==> src/rtl/spi_buf_pkg.sv <==
`timescale 1ns/1ps
package spi_buf_pkg;

    localparam int DATA_W     = 32;
    localparam int ADDR_W     = 8;
    localparam int BYTE_W     = 8;
    localparam int BUF_DEPTH  = 8;
    localparam int CNT_W      = 5;
    localparam int DIV_W      = 13;
    localparam int NUM_CS     = 4;
    localparam int CS_IDX_W   = 2;
    localparam int GAP_W      = 2;

    localparam logic [ADDR_W-1:0] A_CFG  = 8'h00;
    localparam logic [ADDR_W-1:0] A_STAT = 8'h08;
    localparam logic [ADDR_W-1:0] A_CMD  = 8'h10;
    localparam logic [ADDR_W-1:0] A_BUF  = 8'h80;
    localparam int BUF_STRIDE_LG = 3;

    localparam int CMD_TOT_LSB  = 0;
    localparam int CMD_TX_LSB   = 8;
    localparam int CMD_HOLD_BIT = 16;
    localparam int CMD_CS_LSB   = 20;

    localparam int ST_BUSY_BIT = 0;
    localparam int ST_IRQ_BIT  = 1;
    localparam int ST_RXN_LSB  = 8;

    // Configuration word, LSB at the bottom of the list.
    typedef struct packed {
        logic [DIV_W-1:0]  div;
        logic [NUM_CS-1:0] cs_en;
        logic              cs_late;
        logic              tristate;
        logic [GAP_W-1:0]  gap;
        logic              cs_high;
        logic [1:0]        spare;
        logic              lsb_first;
        logic              wire_or;
        logic              clk_cont;
        logic              idle_low;
        logic              enable;
    } cfg_t;

    localparam int CFG_W = $bits(cfg_t);

    typedef struct packed {
        logic [CS_IDX_W-1:0] cs_idx;
        logic                hold;
        logic [CNT_W-1:0]    txn;
        logic [CNT_W-1:0]    total;
    } cmd_t;

    typedef enum logic [2:0] {
        ST_IDLE,
        ST_GAP,
        ST_LO,
        ST_HI,
        ST_TAIL
    } eng_state_e;

    function automatic cmd_t cmd_decode(input logic [DATA_W-1:0] w);
        cmd_t c;
        logic [CNT_W-1:0] t;
        logic [CNT_W-1:0] x;
        t = w[CMD_TOT_LSB +: CNT_W];
        x = w[CMD_TX_LSB +: CNT_W];
        if (t > CNT_W'(BUF_DEPTH)) t = CNT_W'(BUF_DEPTH);
        if (x > t) x = t;
        c.total  = t;
        c.txn    = x;
        c.hold   = w[CMD_HOLD_BIT];
        c.cs_idx = w[CMD_CS_LSB +: CS_IDX_W];
        return c;
    endfunction

    function automatic logic [DATA_W-1:0] cmd_encode(input cmd_t c);
        logic [DATA_W-1:0] w;
        w = '0;
        w[CMD_TOT_LSB +: CNT_W]   = c.total;
        w[CMD_TX_LSB +: CNT_W]    = c.txn;
        w[CMD_HOLD_BIT]           = c.hold;
        w[CMD_CS_LSB +: CS_IDX_W] = c.cs_idx;
        return w;
    endfunction

    function automatic logic lead_bit(input logic [BYTE_W-1:0] b, input logic lsb);
        return lsb ? b[0] : b[BYTE_W-1];
    endfunction

    function automatic logic [BYTE_W-1:0] shift_in(input logic [BYTE_W-1:0] b,
                                                   input logic d, input logic lsb);
        return lsb ? {d, b[BYTE_W-1:1]} : {b[BYTE_W-2:0], d};
    endfunction

endpackage

==> src/rtl/spi_buf_clkgen.sv <==
`timescale 1ns/1ps
module spi_buf_clkgen #(
    parameter int DIV_W = spi_buf_pkg::DIV_W
) (
    input  logic             clk,
    input  logic             rst,
    input  logic             run,
    input  logic [DIV_W-1:0] div,
    output logic             tick
);
    logic [DIV_W-1:0] cnt_q;
    logic [DIV_W-1:0] reload;

    assign reload = (div == '0) ? '0 : div - 1'b1;
    assign tick   = run && (cnt_q == '0);

    always_ff @(posedge clk) begin
        if (rst) begin
            cnt_q <= '0;
        end else if (!run || tick) begin
            cnt_q <= reload;
        end else begin
            cnt_q <= cnt_q - 1'b1;
        end
    end
endmodule

==> src/rtl/spi_buf_regs.sv <==
`timescale 1ns/1ps
module spi_buf_regs
    import spi_buf_pkg::*;
#(
    parameter int DEPTH = BUF_DEPTH
) (
    input  logic                     clk,
    input  logic                     rst,
    input  logic                     req_valid,
    input  logic                     req_write,
    input  logic [ADDR_W-1:0]        req_addr,
    input  logic [DATA_W-1:0]        req_wdata,
    output logic [DATA_W-1:0]        rd_data,
    output cfg_t                     cfg,
    output logic                     start,
    output cmd_t                     cmd_new,
    output cmd_t                     cmd_rb,
    input  logic                     busy,
    input  logic                     done,
    input  logic [CNT_W-1:0]         rx_total,
    input  logic [$clog2(DEPTH)-1:0] tx_idx,
    output logic [BYTE_W-1:0]        tx_byte,
    input  logic                     rx_we,
    input  logic [$clog2(DEPTH)-1:0] rx_idx,
    input  logic [BYTE_W-1:0]        rx_byte,
    output logic                     irq,
    output logic [CNT_W-1:0]         rxnum
);
    localparam int IDX_W    = $clog2(DEPTH);
    localparam int BUF_SPAN = DEPTH << BUF_STRIDE_LG;

    logic [BYTE_W-1:0] mem_q [DEPTH];
    cfg_t              cfg_q;
    cmd_t              cmd_q;
    logic              irq_q;
    logic [CNT_W-1:0]  rxnum_q;

    logic              wr;
    logic              hit_buf;
    logic [ADDR_W-1:0] buf_off;
    logic [IDX_W-1:0]  buf_idx;

    assign wr      = req_valid && req_write;
    assign buf_off = req_addr - A_BUF;
    assign hit_buf = (req_addr >= A_BUF) && (32'(buf_off) < BUF_SPAN)
                     && (buf_off[BUF_STRIDE_LG-1:0] == '0);
    assign buf_idx = buf_off[BUF_STRIDE_LG +: IDX_W];

    assign cmd_new = cmd_decode(req_wdata);
    assign start   = wr && (req_addr == A_CMD) && !busy;

    always_ff @(posedge clk) begin
        if (rst) begin
            cfg_q   <= '0;
            cmd_q   <= '0;
            irq_q   <= 1'b0;
            rxnum_q <= '0;
        end else begin
            if (wr && req_addr == A_CFG) cfg_q <= cfg_t'(req_wdata[CFG_W-1:0]);
            if (start) begin
                cmd_q   <= cmd_new;
                rxnum_q <= '0;
            end
            if (done) begin
                rxnum_q <= rx_total;
                irq_q   <= 1'b1;
            end else if (wr && req_addr == A_STAT && req_wdata[ST_IRQ_BIT]) begin
                irq_q <= 1'b0;
            end
        end
    end

    generate
        for (genvar g = 0; g < DEPTH; g++) begin : g_entry
            always_ff @(posedge clk) begin
                if (rst) begin
                    mem_q[g] <= '0;
                end else if (rx_we && rx_idx == IDX_W'(g)) begin
                    mem_q[g] <= rx_byte;
                end else if (wr && hit_buf && buf_idx == IDX_W'(g)) begin
                    mem_q[g] <= req_wdata[BYTE_W-1:0];
                end
            end
        end
    endgenerate

    always_comb begin
        rd_data = '0;
        if (req_addr == A_CFG) begin
            rd_data[CFG_W-1:0] = cfg_q;
        end else if (req_addr == A_STAT) begin
            rd_data[ST_BUSY_BIT]            = busy;
            rd_data[ST_IRQ_BIT]             = irq_q;
            rd_data[ST_RXN_LSB +: CNT_W]    = rxnum_q;
        end else if (req_addr == A_CMD) begin
            rd_data = cmd_encode(cmd_q);
        end else if (hit_buf) begin
            rd_data[BYTE_W-1:0] = mem_q[buf_idx];
        end
    end

    assign tx_byte = mem_q[tx_idx];
    assign cfg     = cfg_q;
    assign cmd_rb  = cmd_q;
    assign irq     = irq_q;
    assign rxnum   = rxnum_q;
endmodule

==> src/rtl/spi_buf_engine.sv <==
`timescale 1ns/1ps
module spi_buf_engine
    import spi_buf_pkg::*;
#(
    parameter int DEPTH = BUF_DEPTH
) (
    input  logic                     clk,
    input  logic                     rst,
    input  cfg_t                     cfg,
    input  logic                     start,
    input  cmd_t                     cmd_new,
    input  logic                     tick,
    input  logic                     miso,
    output logic                     run,
    output logic [$clog2(DEPTH)-1:0] tx_idx,
    input  logic [BYTE_W-1:0]        tx_byte,
    output logic                     rx_we,
    output logic [$clog2(DEPTH)-1:0] rx_idx,
    output logic [BYTE_W-1:0]        rx_byte,
    output logic [CNT_W-1:0]         rx_total,
    output logic                     busy,
    output logic                     done,
    output logic                     sclk_lvl,
    output logic                     mosi_bit,
    output logic                     cs_on,
    output logic [CS_IDX_W-1:0]      cs_sel
);
    localparam int IDX_W = $clog2(DEPTH);
    localparam int BIT_W = $clog2(BYTE_W);
    localparam logic [BIT_W-1:0] LAST_BIT = BIT_W'(BYTE_W - 1);

    eng_state_e         state_q;
    cmd_t               cmd_q;
    cmd_t               first;
    logic [CNT_W-1:0]   byte_q;
    logic [CNT_W-1:0]   next_byte;
    logic [BIT_W-1:0]   bit_q;
    logic [GAP_W:0]     gap_q;
    logic [BYTE_W-1:0]  sh_q;
    logic               mosi_q;
    logic               cs_on_q;
    logic [CS_IDX_W-1:0] cs_sel_q;
    logic               is_tx;
    logic               go_first;
    logic               byte_end;

    assign first     = (state_q == ST_IDLE) ? cmd_new : cmd_q;
    assign is_tx     = byte_q < cmd_q.txn;
    assign next_byte = byte_q + 1'b1;
    assign byte_end  = (state_q == ST_HI) && tick && (bit_q == LAST_BIT);
    assign go_first  = ((state_q == ST_IDLE) && start && (cfg.gap == '0))
                     || ((state_q == ST_GAP) && tick && (gap_q == (GAP_W+1)'(1)));

    assign tx_idx   = (state_q == ST_HI) ? next_byte[IDX_W-1:0] : '0;
    assign rx_we    = byte_end && !is_tx;
    assign rx_idx   = IDX_W'(byte_q - cmd_q.txn);
    assign rx_byte  = sh_q;
    assign rx_total = cmd_q.total - cmd_q.txn;
    assign busy     = (state_q != ST_IDLE);
    assign run      = busy;
    assign done     = (state_q == ST_TAIL) && tick;
    assign sclk_lvl = (~cfg.idle_low) ^ (state_q == ST_HI);
    assign mosi_bit = mosi_q;
    assign cs_on    = cs_on_q;
    assign cs_sel   = cs_sel_q;

    always_ff @(posedge clk) begin
        if (rst) begin
            state_q  <= ST_IDLE;
            cmd_q    <= '0;
            byte_q   <= '0;
            bit_q    <= '0;
            gap_q    <= '0;
            sh_q     <= '0;
            mosi_q   <= 1'b0;
            cs_on_q  <= 1'b0;
            cs_sel_q <= '0;
        end else begin
            unique case (state_q)
                ST_IDLE: begin
                    if (start) begin
                        cmd_q   <= cmd_new;
                        gap_q   <= {cfg.gap, 1'b0};
                        state_q <= ST_GAP;
                    end
                end
                ST_GAP: begin
                    if (tick) gap_q <= gap_q - 1'b1;
                end
                ST_LO: begin
                    if (tick) begin
                        sh_q    <= shift_in(sh_q, miso, cfg.lsb_first);
                        state_q <= ST_HI;
                    end
                end
                ST_HI: begin
                    if (tick) begin
                        if (bit_q == LAST_BIT) begin
                            if (next_byte == cmd_q.total) begin
                                mosi_q  <= 1'b0;
                                state_q <= ST_TAIL;
                            end else begin
                                byte_q  <= next_byte;
                                bit_q   <= '0;
                                sh_q    <= tx_byte;
                                mosi_q  <= (next_byte < cmd_q.txn) ?
                                           lead_bit(tx_byte, cfg.lsb_first) : 1'b0;
                                state_q <= ST_LO;
                            end
                        end else begin
                            bit_q   <= bit_q + 1'b1;
                            mosi_q  <= is_tx ? lead_bit(sh_q, cfg.lsb_first) : 1'b0;
                            state_q <= ST_LO;
                        end
                    end
                end
                ST_TAIL: begin
                    if (tick) begin
                        cs_on_q <= cmd_q.hold;
                        state_q <= ST_IDLE;
                    end
                end
                default: state_q <= ST_IDLE;
            endcase

            if (go_first) begin
                cs_on_q  <= 1'b1;
                cs_sel_q <= first.cs_idx;
                byte_q   <= '0;
                bit_q    <= '0;
                sh_q     <= tx_byte;
                mosi_q   <= (first.txn != '0) ? lead_bit(tx_byte, cfg.lsb_first) : 1'b0;
                state_q  <= (first.total == '0) ? ST_TAIL : ST_LO;
            end
        end
    end
endmodule

==> src/rtl/spi_buf_master.sv <==
`timescale 1ns/1ps
module spi_buf_master
    import spi_buf_pkg::*;
(
    input  logic              clk,
    input  logic              rst,
    input  logic              req_valid,
    input  logic              req_write,
    input  logic [7:0]        req_addr,
    input  logic [31:0]       req_wdata,
    output logic [31:0]       rd_data,
    output logic              sclk_o,
    output logic              sclk_oe,
    output logic              mosi_o,
    output logic              mosi_oe,
    input  logic              miso_i,
    output logic [3:0]        cs_o,
    output logic              cs_oe,
    output logic              irq_o
);
    localparam int IDX_W = $clog2(BUF_DEPTH);

    cfg_t                cfg;
    cmd_t                cmd_new;
    cmd_t                cmd_rb;
    logic                start;
    logic                busy;
    logic                done;
    logic                tick;
    logic                run;
    logic [IDX_W-1:0]    tx_idx;
    logic [BYTE_W-1:0]   tx_byte;
    logic                rx_we;
    logic [IDX_W-1:0]    rx_idx;
    logic [BYTE_W-1:0]   rx_byte;
    logic [CNT_W-1:0]    rx_total;
    logic [CNT_W-1:0]    rxnum;
    logic                sclk_lvl;
    logic                mosi_bit;
    logic                cs_on;
    logic [CS_IDX_W-1:0] cs_sel;
    logic                cmd_wr;
    logic                cs_high;
    logic                idle_low;

    assign cmd_wr   = req_valid && req_write && (req_addr == A_CMD);
    assign cs_high  = cfg.cs_high;
    assign idle_low = cfg.idle_low;

    spi_buf_regs #(.DEPTH(BUF_DEPTH)) u_regs (
        .clk       (clk),
        .rst       (rst),
        .req_valid (req_valid),
        .req_write (req_write),
        .req_addr  (req_addr),
        .req_wdata (req_wdata),
        .rd_data   (rd_data),
        .cfg       (cfg),
        .start     (start),
        .cmd_new   (cmd_new),
        .cmd_rb    (cmd_rb),
        .busy      (busy),
        .done      (done),
        .rx_total  (rx_total),
        .tx_idx    (tx_idx),
        .tx_byte   (tx_byte),
        .rx_we     (rx_we),
        .rx_idx    (rx_idx),
        .rx_byte   (rx_byte),
        .irq       (irq_o),
        .rxnum     (rxnum)
    );

    spi_buf_clkgen #(.DIV_W(DIV_W)) u_clkgen (
        .clk  (clk),
        .rst  (rst),
        .run  (run),
        .div  (cfg.div),
        .tick (tick)
    );

    spi_buf_engine #(.DEPTH(BUF_DEPTH)) u_engine (
        .clk      (clk),
        .rst      (rst),
        .cfg      (cfg),
        .start    (start),
        .cmd_new  (cmd_new),
        .tick     (tick),
        .miso     (miso_i),
        .run      (run),
        .tx_idx   (tx_idx),
        .tx_byte  (tx_byte),
        .rx_we    (rx_we),
        .rx_idx   (rx_idx),
        .rx_byte  (rx_byte),
        .rx_total (rx_total),
        .busy     (busy),
        .done     (done),
        .sclk_lvl (sclk_lvl),
        .mosi_bit (mosi_bit),
        .cs_on    (cs_on),
        .cs_sel   (cs_sel)
    );

    generate
        for (genvar g = 0; g < NUM_CS; g++) begin : g_cs
            assign cs_o[g] = (cs_on && cs_sel == CS_IDX_W'(g) && cfg.cs_en[g])
                             ? cfg.cs_high : ~cfg.cs_high;
        end
    endgenerate

    assign sclk_o  = sclk_lvl;
    assign mosi_o  = mosi_bit;
    assign sclk_oe = cfg.enable;
    assign mosi_oe = cfg.enable;
    assign cs_oe   = cfg.enable;
endmodule


==> config.mk <==
export PLATFORM = sky130hd
export DESIGN_NAME = spi_buf_master
export DESIGN_NICKNAME = d
export VERILOG_FILES = /design/src/rtl/spi_buf_pkg.sv /design/src/rtl/spi_buf_clkgen.sv /design/src/rtl/spi_buf_regs.sv /design/src/rtl/spi_buf_engine.sv /design/src/rtl/spi_buf_master.sv
export SDC_FILE = /design/constraint.sdc
export NUM_CORES = 1
export LEC_CHECK = 0
export BUFFER_PORTS_ARGS = -buffer_cell sky130_fd_sc_hd__buf_2
export CORE_MARGIN = 10
export CORE_UTILIZATION = 25
export DETAILED_ROUTE_END_ITERATION = 16
export PLACE_DENSITY = 0.38
export SETUP_SLACK_MARGIN = 0.15
export SLEW_MARGIN = 10
export SYNTH_ARGS = -nofsm -noshare
export SYNTH_HDL_FRONTEND = slang
export SYNTH_SLANG_ARGS = --single-unit
==> constraint.sdc <==
create_clock -name clk -period 7.3 [get_ports clk]
set_clock_uncertainty 0.2 [all_clocks]
set_input_delay 0.365 -clock clk [delete_from_list [all_inputs] [get_ports clk]]
set_output_delay 0.365 -clock clk [all_outputs]
set_load 0.005 [all_outputs]
# After elaboration in Yosys (flattened, before gate mapping)

Memories as Yosys holds them, arrays and structs flattened.
Index checks and enable logic that the tools add are counted.
W data, S select, Z words.

Add/subtract/negate cells: 8
Multipliers: 0
Divide/modulo/power cells: 0
Order comparisons: 6
Equality and inequality tests: 36
Shift-type cells: 0
Muxes and demuxes: 131
Bitwise gates (word level): 20
Reductions and logical operators: 74

Operators by type and width:

| kind                    | count |
|---|---|
| $mux W8                 | 24 |
| $mux W1                 | 77 |
| $logic_and A1 B1 Y1     | 42 |
| $mux W3                 | 14 |
| $mux W13                | 3 |
| $eq A3 B3 Y1 const B    | 10 |
| $mux W29                | 1 |
| $logic_not A13 Y1       | 2 |
| $sub A13 B1 Y13 const B | 2 |
| $mux W5                 | 5 |
| $mux W19                | 1 |
| $eq A3 B2 Y1 const B    | 6 |
| $or A1 B1 Y1            | 16 |
| $pmux W8 S2             | 1 |
| $ne A3 B2 Y1 const B    | 5 |
| $pmux W3 S5             | 1 |
| $mux W14                | 1 |
| $eq A3 B1 Y1 const B    | 4 |
| $logic_not A3 Y1        | 4 |
| $reduce_bool A2 Y1      | 6 |
| $lt A5 B5 Y1            | 2 |
| $reduce_and A5 Y1       | 2 |
| $eq A8 B4 Y1 const B    | 1 |
| $eq A8 B5 Y1 const B    | 1 |
| 32 further kinds        | 44 |

Register bits: 100
Bits in latches: 0
Bits in writable memories: 64
Bits in read-only memories: 0
Output and inout bits: 42
Memories: 1

Memories:

| memory       | words | bits a word | rd ports | clocked after Yosys merged registers in | wr ports | RTL line           | text |
|---|---|---|---|---|---|---|---|
| u_regs.mem_q | 8     | 8           | 2        | 0                                       | 8        | spi_buf_regs.sv:32 | `logic [BYTE_W-1:0] mem_q [DEPTH];` |

# Longest topological paths before layout

Gate-level depths: netlist (run 1).

Depth in word-level cells: 11
Mapped depth: 13

# Cells and area by module

Synthesis (run 1) repeated with hierarchy kept, for this count alone.

Cells, all modules: 1,019
Area, all modules: 10,003.3 µm²

By module, submodules not included:

| module         | instances | cells each | area an instance (µm²) |
|---|---|---|---|
| spi_buf_regs   | 1         | 573        | 6,226.0 |
| spi_buf_engine | 1         | 307        | 2,656.3 |
| spi_buf_clkgen | 1         | 129        | 1,034.7 |
| spi_buf_master | 1         | 10         | 86.3 |

# Least setup slack after synthesis (run 1)

No wires, ideal clock.

Path type: reg2reg
Start: reg u_engine.byte_q[0]
End: mem u_regs.mem_q[0][0], enable pin
Setup time: 0.326 ns
Arrival time: 3.050 ns
Setup slack: 3.724 ns
Stages on the path, launching flop included: 12
Period minus slack after synthesis: 3.576 ns
Path through: dfxtp_1 > buf_2 > buf_1 > buf_2 > inv_1 > ha_1 > inv_1 > fa_1 > xnor2_1 > o2111ai_4 > nor2_1 > a211o_1

RTL lines:

| element                | RTL line              | text |
|---|---|---|
| start, declared        | spi_buf_engine.sv:35  | `logic [CNT_W-1:0] byte_q;` |
| start signal, assigned | spi_buf_engine.sv:103 | `byte_q <= next_byte;` |
| end, declared          | spi_buf_regs.sv:32    |  |

==> summary.md, run 1 <==
| Metric | Value |
|---|---|
| Status | completed |
| Max Slew Vio Count | 0 |
| Most frequent cells in the layout | nand2_1, dfxtp_1, a21oi_1 |
| Share of layout cells above drive strength 1 | 15.8% |
| Core outline area | 0.0396 mm2 |
| Via Count | 8525 |
| Syn_area_per_cell | 9.20 um2 |
| Largest net degree at the start of global routing | 62 |
| Sequential cell area | 0.00392 mm2 |
| Power per cell area | 175 mW/mm2 |
| Fmax | 0.240 GHz |
| Finished Layout Cells | 1688 |
| Worst skew pair latency | 0.44 ns |
| Setup WS pre-CTS | 3.16 ns |
| Hold-fix buffers, CTS | 20 |
| Worst vdd ir | 0.000152 V |
| Biggest area consumer among synthesized cells | dfxtp_1 |
| Netlist Area Pre-Place | 0.0100 mm2 |
| Drt wl/cell | 22.1 um |
| CP Class | reg -> reg |
| CP Launch Type | flip-flop |
| Die width | 220 um |
| Compound-Gate Fraction of Synth Area | 15.3% |
| Dominant synthesized flop cell | dfxtp_1 |
| RSZ-0062 raised after global routing | false |
| Routed WL | 37400 um |
| Dpl cells | 1636 |
| First-pass GRT wire length | 55300 um |
| Crit path capture type | flip-flop |
| # clock sinks | 164 |
| CTS root buf | clkbuf_16 |
| Main combinational cell family by area after synthesis | simple AND/OR/NAND/NOR gates |
| TritonCTS Buffers | 17 |
| Number of synthesized flops with an enable pin | 64 |
| FILL cells | 4305 |
| Post-CTS setup buffer count | 0 |
| Die H | 220 um |
| Diode count | 0 |
| Initial Util | 25.3% |
| Post-synthesis sequential area ratio | 39.2% |
| Critical hold path startpoint | req_wdata[5] |
| Crit path DAT | 4.08 ns |
| # resized after CTS | 0 |
| Commonest non-fill, non-tap cell in the layout | nand2_1 |
| R2R Path Start | u_engine.byte_q[0] |
| Core Rows | 73 |
| Worst Path Required | 7.21 ns |
| Die ar. | 0.0485 mm2 |
| Simple-Gate Fraction of Synth Area | 21.3% |
| Fin. Hold Viols | 0 |
| Total global-route track usage | 15.3% |
| Worst R2R Path Depth | 9 |
| Reg-to-reg setup timing slack | 3.13 ns |
| Hold Path Sink | u_regs.cfg[5] |
| Synthesized netlist cell count | 1089 |
| # DRC | 0 |
| Final nets | 1223 |
| # IOs | 87 |
| Clock buffer depth | 2 |
| Congestion Overflow GR | 0 |
| HP Class | in -> reg |
| CTS tree | yes |
| Gp weighted congestion | 0.795 |
| Number of global-route vias before repair | 8492 |
| Syn-to-layout area delta | 17.0% |
| Min cycle time layout | 4.17 ns |
| Static leakage | 0.00397 uW |
| Mux contribution to synthesized area | 12.4% |
| # port buffers | 80 |
| Xor and xnor fraction of the mapped netlist area | 3.96% |
| Footprint of the multi-input gates | 0.00573 mm2 |
| Vias per inst | 5.05 |
| Antenna violations before repair | 0 |
| Final Instance Area | 0.0117 mm2 |
| Final period util | 57.1% |
| Post-route setup slack | 3.13 ns |
| Async S/R FF share, synth | 0% |
| Area share of the largest cell type after synthesis | 20.0% |
| Synth area leaders | dfxtp_1, edfxtp_1, mux2i_1 |
| Worst hold path cell count | 3 |
| Placed Instance Area | 0.0109 mm2 |
| H-tree Lvls | 4 |
| Final antenna-violating net count | 0 |
| FF+latch count, synth | 164 |
| Adder-cell share of the synthesized area | 3.65% |
| Setup TNS | 0 ns |
| Slew HR | 22.0% |
| Reg clk slew, reported paths | 0.07 ns |
| YS warnings | 0 |
| Slew at the pin closest to its max-slew limit | 1.17 ns |
| First-pass DRT Iterations | 5 |
| Final core utilization | 29.6% |
| Worst r2r dst | u_regs.mem_q[0][2] |
| Hpwl dp | 27100 um |
| Library cells used by synthesis | 75 |
| CP max FO | 28 |
| Final setup fails | 0 |
| Initial drt markers | 516 |
| Max_cap viols | 0 |
## per-layer routing
metal	track usage [%]	wire length [um]	share of wire, %	up-vias
met5	0	0	0	-
met4	3.47	474	1.3	0
met3	2.23	1410	3.8	26
met2	24.1	17300	46	179
met1	21.5	18200	49	4224
li1	-	-	-	4096
## per-stage QoR
| step | hold WS [ns] | power, uW |
|---|---|---|
| after global placement | 0.242 | 1140 |
| after floorplan | 0.236 | 1080 |
| after detailed placement | 0.249 | 1140 |
| after CTS | 0.0177 | 2080 |
| after global routing | 0.0314 | 2120 |
| final | 0.0327 | 2050 |
## synthesized netlist by cell type, types with 3 or more instances
cell type and n:
nand2_1 141, dfxtp_1 100, a21oi_1 93, nor2_1 87, mux2i_1 81, edfxtp_1 64, clkbuf_1 51, nand3_1 41
ha_1 26, a32o_1 25, nor3_1 25, nor2b_1 22, a22oi_1 20, inv_1 20, xor2_1 20, mux4_2 18
xnor2_1 18, and2_1 17, nand2b_1 17, o21ai_0 16, buf_2 15, nor4_1 13, a31oi_1 10, nand4_1 10
a211oi_1 9, o21a_1 9, o2bb2ai_1 9, o21ai_1 8, buf_1 6, buf_4 6, a211o_1 5, and3_1 5
nor3_2 5, a21o_1 4, nor3b_1 4, nand3b_1 3, nand4b_1 3, nor4_2 3, nor4b_1 3, nor4bb_1 3
o22ai_1 3, or3_1 3, or4_1 3
## how the worst max path moves through the flow
stage,from,endpoint,slack [ns],cells after the start
after floorplan,u_engine.byte_q[0],u_regs.mem_q[0][0],3.72,11
after global placement,req_addr[1],u_regs.cfg[15],3.16,8
after detailed placement,req_addr[1],u_regs.cfg[25],3.16,8
after CTS,u_engine.byte_q[0],u_regs.mem_q[0][6],3.15,9
after global routing,u_engine.byte_q[0],u_regs.mem_q[0][2],2.88,9
final,u_engine.byte_q[0],u_regs.mem_q[0][2],3.13,9
## sequential cells by signal (all words and copies together), names as in the netlist
register / count
u_regs.rxnum: 5
u_engine.byte_q: 5
u_engine.bit_q: 3
u_engine.rx_byte: 8
u_clkgen.cnt_q: 13
u_regs.irq: 1
u_regs.cfg: 29
u_regs.cmd_rb: 13
u_engine.mosi_bit: 1
u_engine.cs_on: 1
u_regs.mem_q: 64
u_engine.cmd_q: 13
u_engine.gap_q: 3
u_engine.cs_sel: 2
u_engine.state_q: 3
## power by group
part | switching [uW] | internal, uW | leakage [uW]
Combinational | 91.8 | 56.8 | 0.00228
Clock | 438 | 489 | 0.000284
Sequential | 11.8 | 968 | 0.00141
Total | 541 | 1510 | 0.00397
## final cells by class
type	count	area share [%]
inverters	22	0.704
flip-flops and latches	164	33.5
clock inverters	12	0.907
clock buffers	20	4.09
repair buffers	119	6.36
multi-input cells	826	48.9
well taps	525	5.60
## worst max-delay path, stage by stage, from the launching register on
cell and delay, ns:
dfxtp_1 0.30, buf_4 0.26, inv_1 0.27, ha_1 0.21, inv_1 0.06, fa_1 0.46
xnor2_1 0.62, o2111ai_4 0.36, nor2_1 0.65, a211o_1 0.43
## logic make-up after synthesis
group	count (synthesis)
other cells	2
fa+ha+maj	28
compound gates	228
simple gates	424
buf+inv	101
xor+xnor	41
mux	101
flops	164
No activity file was read; power rests on OpenSTA's default activity.
==> run 2: changes to the inputs <==
- clock period: 7.3 -> 3.95 ns (I/O delays scaled with it)
==> summary.md, run 2 (synthesis results as in run 1) <==
| Metric | Value |
|---|---|
| Status | completed |
| TritonCTS Buffers | 17 (unchanged) |
| First-pass GRT wire length | 57200 um (+3.5%) |
| Tot Pwr | 3830 uW (+86%) |
| Die width | 220 um (unchanged) |
| Congestion Overflow GR | 0 (unchanged) |
| Worst skew pair latency | 0.45 ns (about the same) |
| Final setup fails | 0 (unchanged) |
| Antenna violations before repair | 0 (unchanged) |
| Via Count | 8647 (+1.4%) |
| Clock buffer depth | 2 (unchanged) |
| Static leakage | 0.00414 uW (+4.1%) |
| Largest net degree at the start of global routing | 60 (-3.2%) |
| Core Rows | 73 (unchanged) |
| H-tree Lvls | 4 (unchanged) |
| Slew HR | 20.6% (-1.4 points) |
| CP Launch Type | flip-flop |
| Min cycle time layout | 3.37 ns (-0.801 ns) |
| Crit path capture type | flip-flop |
| Final antenna-violating net count | 0 (unchanged) |
| Worst path slowest cell | a311o_1 |
| CTS tree | yes |
| Vias per inst | 5.01 (-0.80%) |
| Max_cap viols | 0 (unchanged) |
| # clock sinks | 164 (unchanged) |
| Final nets | 1260 (+3.0%) |
| # IOs | 87 (unchanged) |
| Initial drt markers | 727 (+41%) |
| Power per cell area | 319 mW/mm2 (+82%) |
| Top reg by flops | u_regs.mem_q |
| First-pass DRT Iterations | 5 (unchanged) |
| Share of layout cells above drive strength 1 | 17.8% (+1.9 points) |
| Crit path DAT | 3.26 ns (-0.82 ns) |
| # DRC | 0 (unchanged) |
| Syn-to-layout area delta | 19.9% |
| Most frequent cells in the layout | nand2_1, dfxtp_1, a21oi_1 |
| Max reg flops | 64 (unchanged) |
| Number of global-route vias before repair | 8640 (+1.7%) |
| # resized after CTS | 0 (unchanged) |
| Gp weighted congestion | 0.809 (+1.8%) |
| Delay-heaviest family, CP | simple AND/OR/NAND/NOR gates |
| Core outline area | 0.0396 mm2 (unchanged) |
| Max Slew Vio Count | 0 (unchanged) |
| Commonest non-fill, non-tap cell in the layout | nand2_1 |
| CP bufs+invs | 2 (-1) |
| CP Class | reg -> reg |
| Total global-route track usage | 15.9% (+0.63 points) |
| Worst vdd ir | 0.000304 V (+100%) |
| HP Class | in -> reg |
| # port buffers | 80 (unchanged) |
| CP Cell Sequence | inv_1, ha_1, nor2b_1, nand4_2, nor2_4, nand2_1, nor4_2, buf_4, a311o_1 |
| Routed WL | 38700 um (+3.4%) |
| Fmax | 0.297 GHz (+24%) |
| Die ar. | 0.0485 mm2 (unchanged) |
| CP peak stage delay | 0.52 ns (-0.13 ns) |
| Post-CTS setup buffer count | 0 (unchanged) |
| Drt wl/cell | 22.4 um (+1.1%) |
| CP max FO | 9 (-68%) |
| Hpwl dp | 28600 um (+5.5%) |
| Setup TNS | 0 ns (unchanged) |
| Fin. Hold Viols | 0 (unchanged) |
| Final period util | 85.3% (+28 points) |
| Worst Path Required | 3.83 ns (-3.38 ns) |
| Die H | 220 um (unchanged) |
| Initial Util | 25.3% (unchanged) |
| RSZ-0062 raised after global routing | false |
| Slew at the pin closest to its max-slew limit | 1.19 ns (+0.0228 ns) |
| CTS root buf | clkbuf_16 |
| Reg clk slew, reported paths | 0.07 ns (about the same) |
[run 2: final cells by class]
class / instances / area [um2]
fillers: 4245 / 27600
multi-input cells: 826 / 5730
flip-flops and latches: 164 / 3920
repair buffers: 156 / 1040
well taps: 525 / 657
clock buffers: 17 / 425
clock inverters: 15 / 156
inverters: 22 / 82.6
diodes: 1 / 2.50
[run 2: worst paths after layout]
check / cells after the start / startpoint / to / slack (ns)
hold / removal: 5 / miso_i / u_engine.rx_byte[0] / 0.05
setup reg to reg: 9 / u_clkgen.cnt_q[0] / u_regs.mem_q[7][2] / 0.58
setup / recovery: 9 / u_clkgen.cnt_q[0] / u_regs.mem_q[7][2] / 0.58
hold reg to reg: 2 / u_regs.cfg[11] / u_regs.cfg[11] / 0.25
[run 2: worst reg2reg max path: stages, from the launching register on]
cell and delay [ns]:
dfxtp_1 0.33, inv_1 0.08, ha_1 0.23, nor2b_1 0.26, nand4_2 0.27, nor2_4 0.34, nand2_1 0.22, nor4_2 0.27
buf_4 0.30, a311o_1 0.52
[run 2: power by group]
| group | internal (uW) | switching, uW | total [uW] |
|---|---|---|---|
| sequential | 1790 | 23.3 | 1810 |
| combinational | 115 | 179 | 295 |
| clock | 935 | 789 | 1720 |
| total | 2840 | 991 | 3830 |
[run 2: metrics by stage]
step | hold slack [ns] | util, % | setup WS [ns] | instances | area [um2]
finish | 0.0461 | 30.3 | 0.579 | 1726 | 12000
global route | 0.0611 | 30.3 | 0.342 | 1725 | 12000
global placement | 0.239 | 28.2 | 0.593 | 1666 | 11200
CTS | 0.0316 | 30.3 | 0.552 | 1725 | 12000
detailed placement | 0.246 | 28.2 | 0.585 | 1666 | 11200
floorplan | 0.133 | - | 0.374 | 1091 | 10000
[run 2: timing repair]
action / in CTS / in global routing
hold endpoints to repair: 58 / 0
hold buffers: 27 / 0
setup endpoints to repair: 0 / 0
[run 2: metal layers]
layer / vias to the layer above / share of wire (%) / wire (um) / global-route usage (%)
met2: 159 / 47 / 18100 / 25.1
met1: 4291 / 48 / 18600 / 21.9
li1: 4170 / - / - / -
met4: 0 / 1.1 / 435 / 4.02
met5: - / 0 / 0 / 0
met3: 27 / 3.8 / 1480 / 2.92
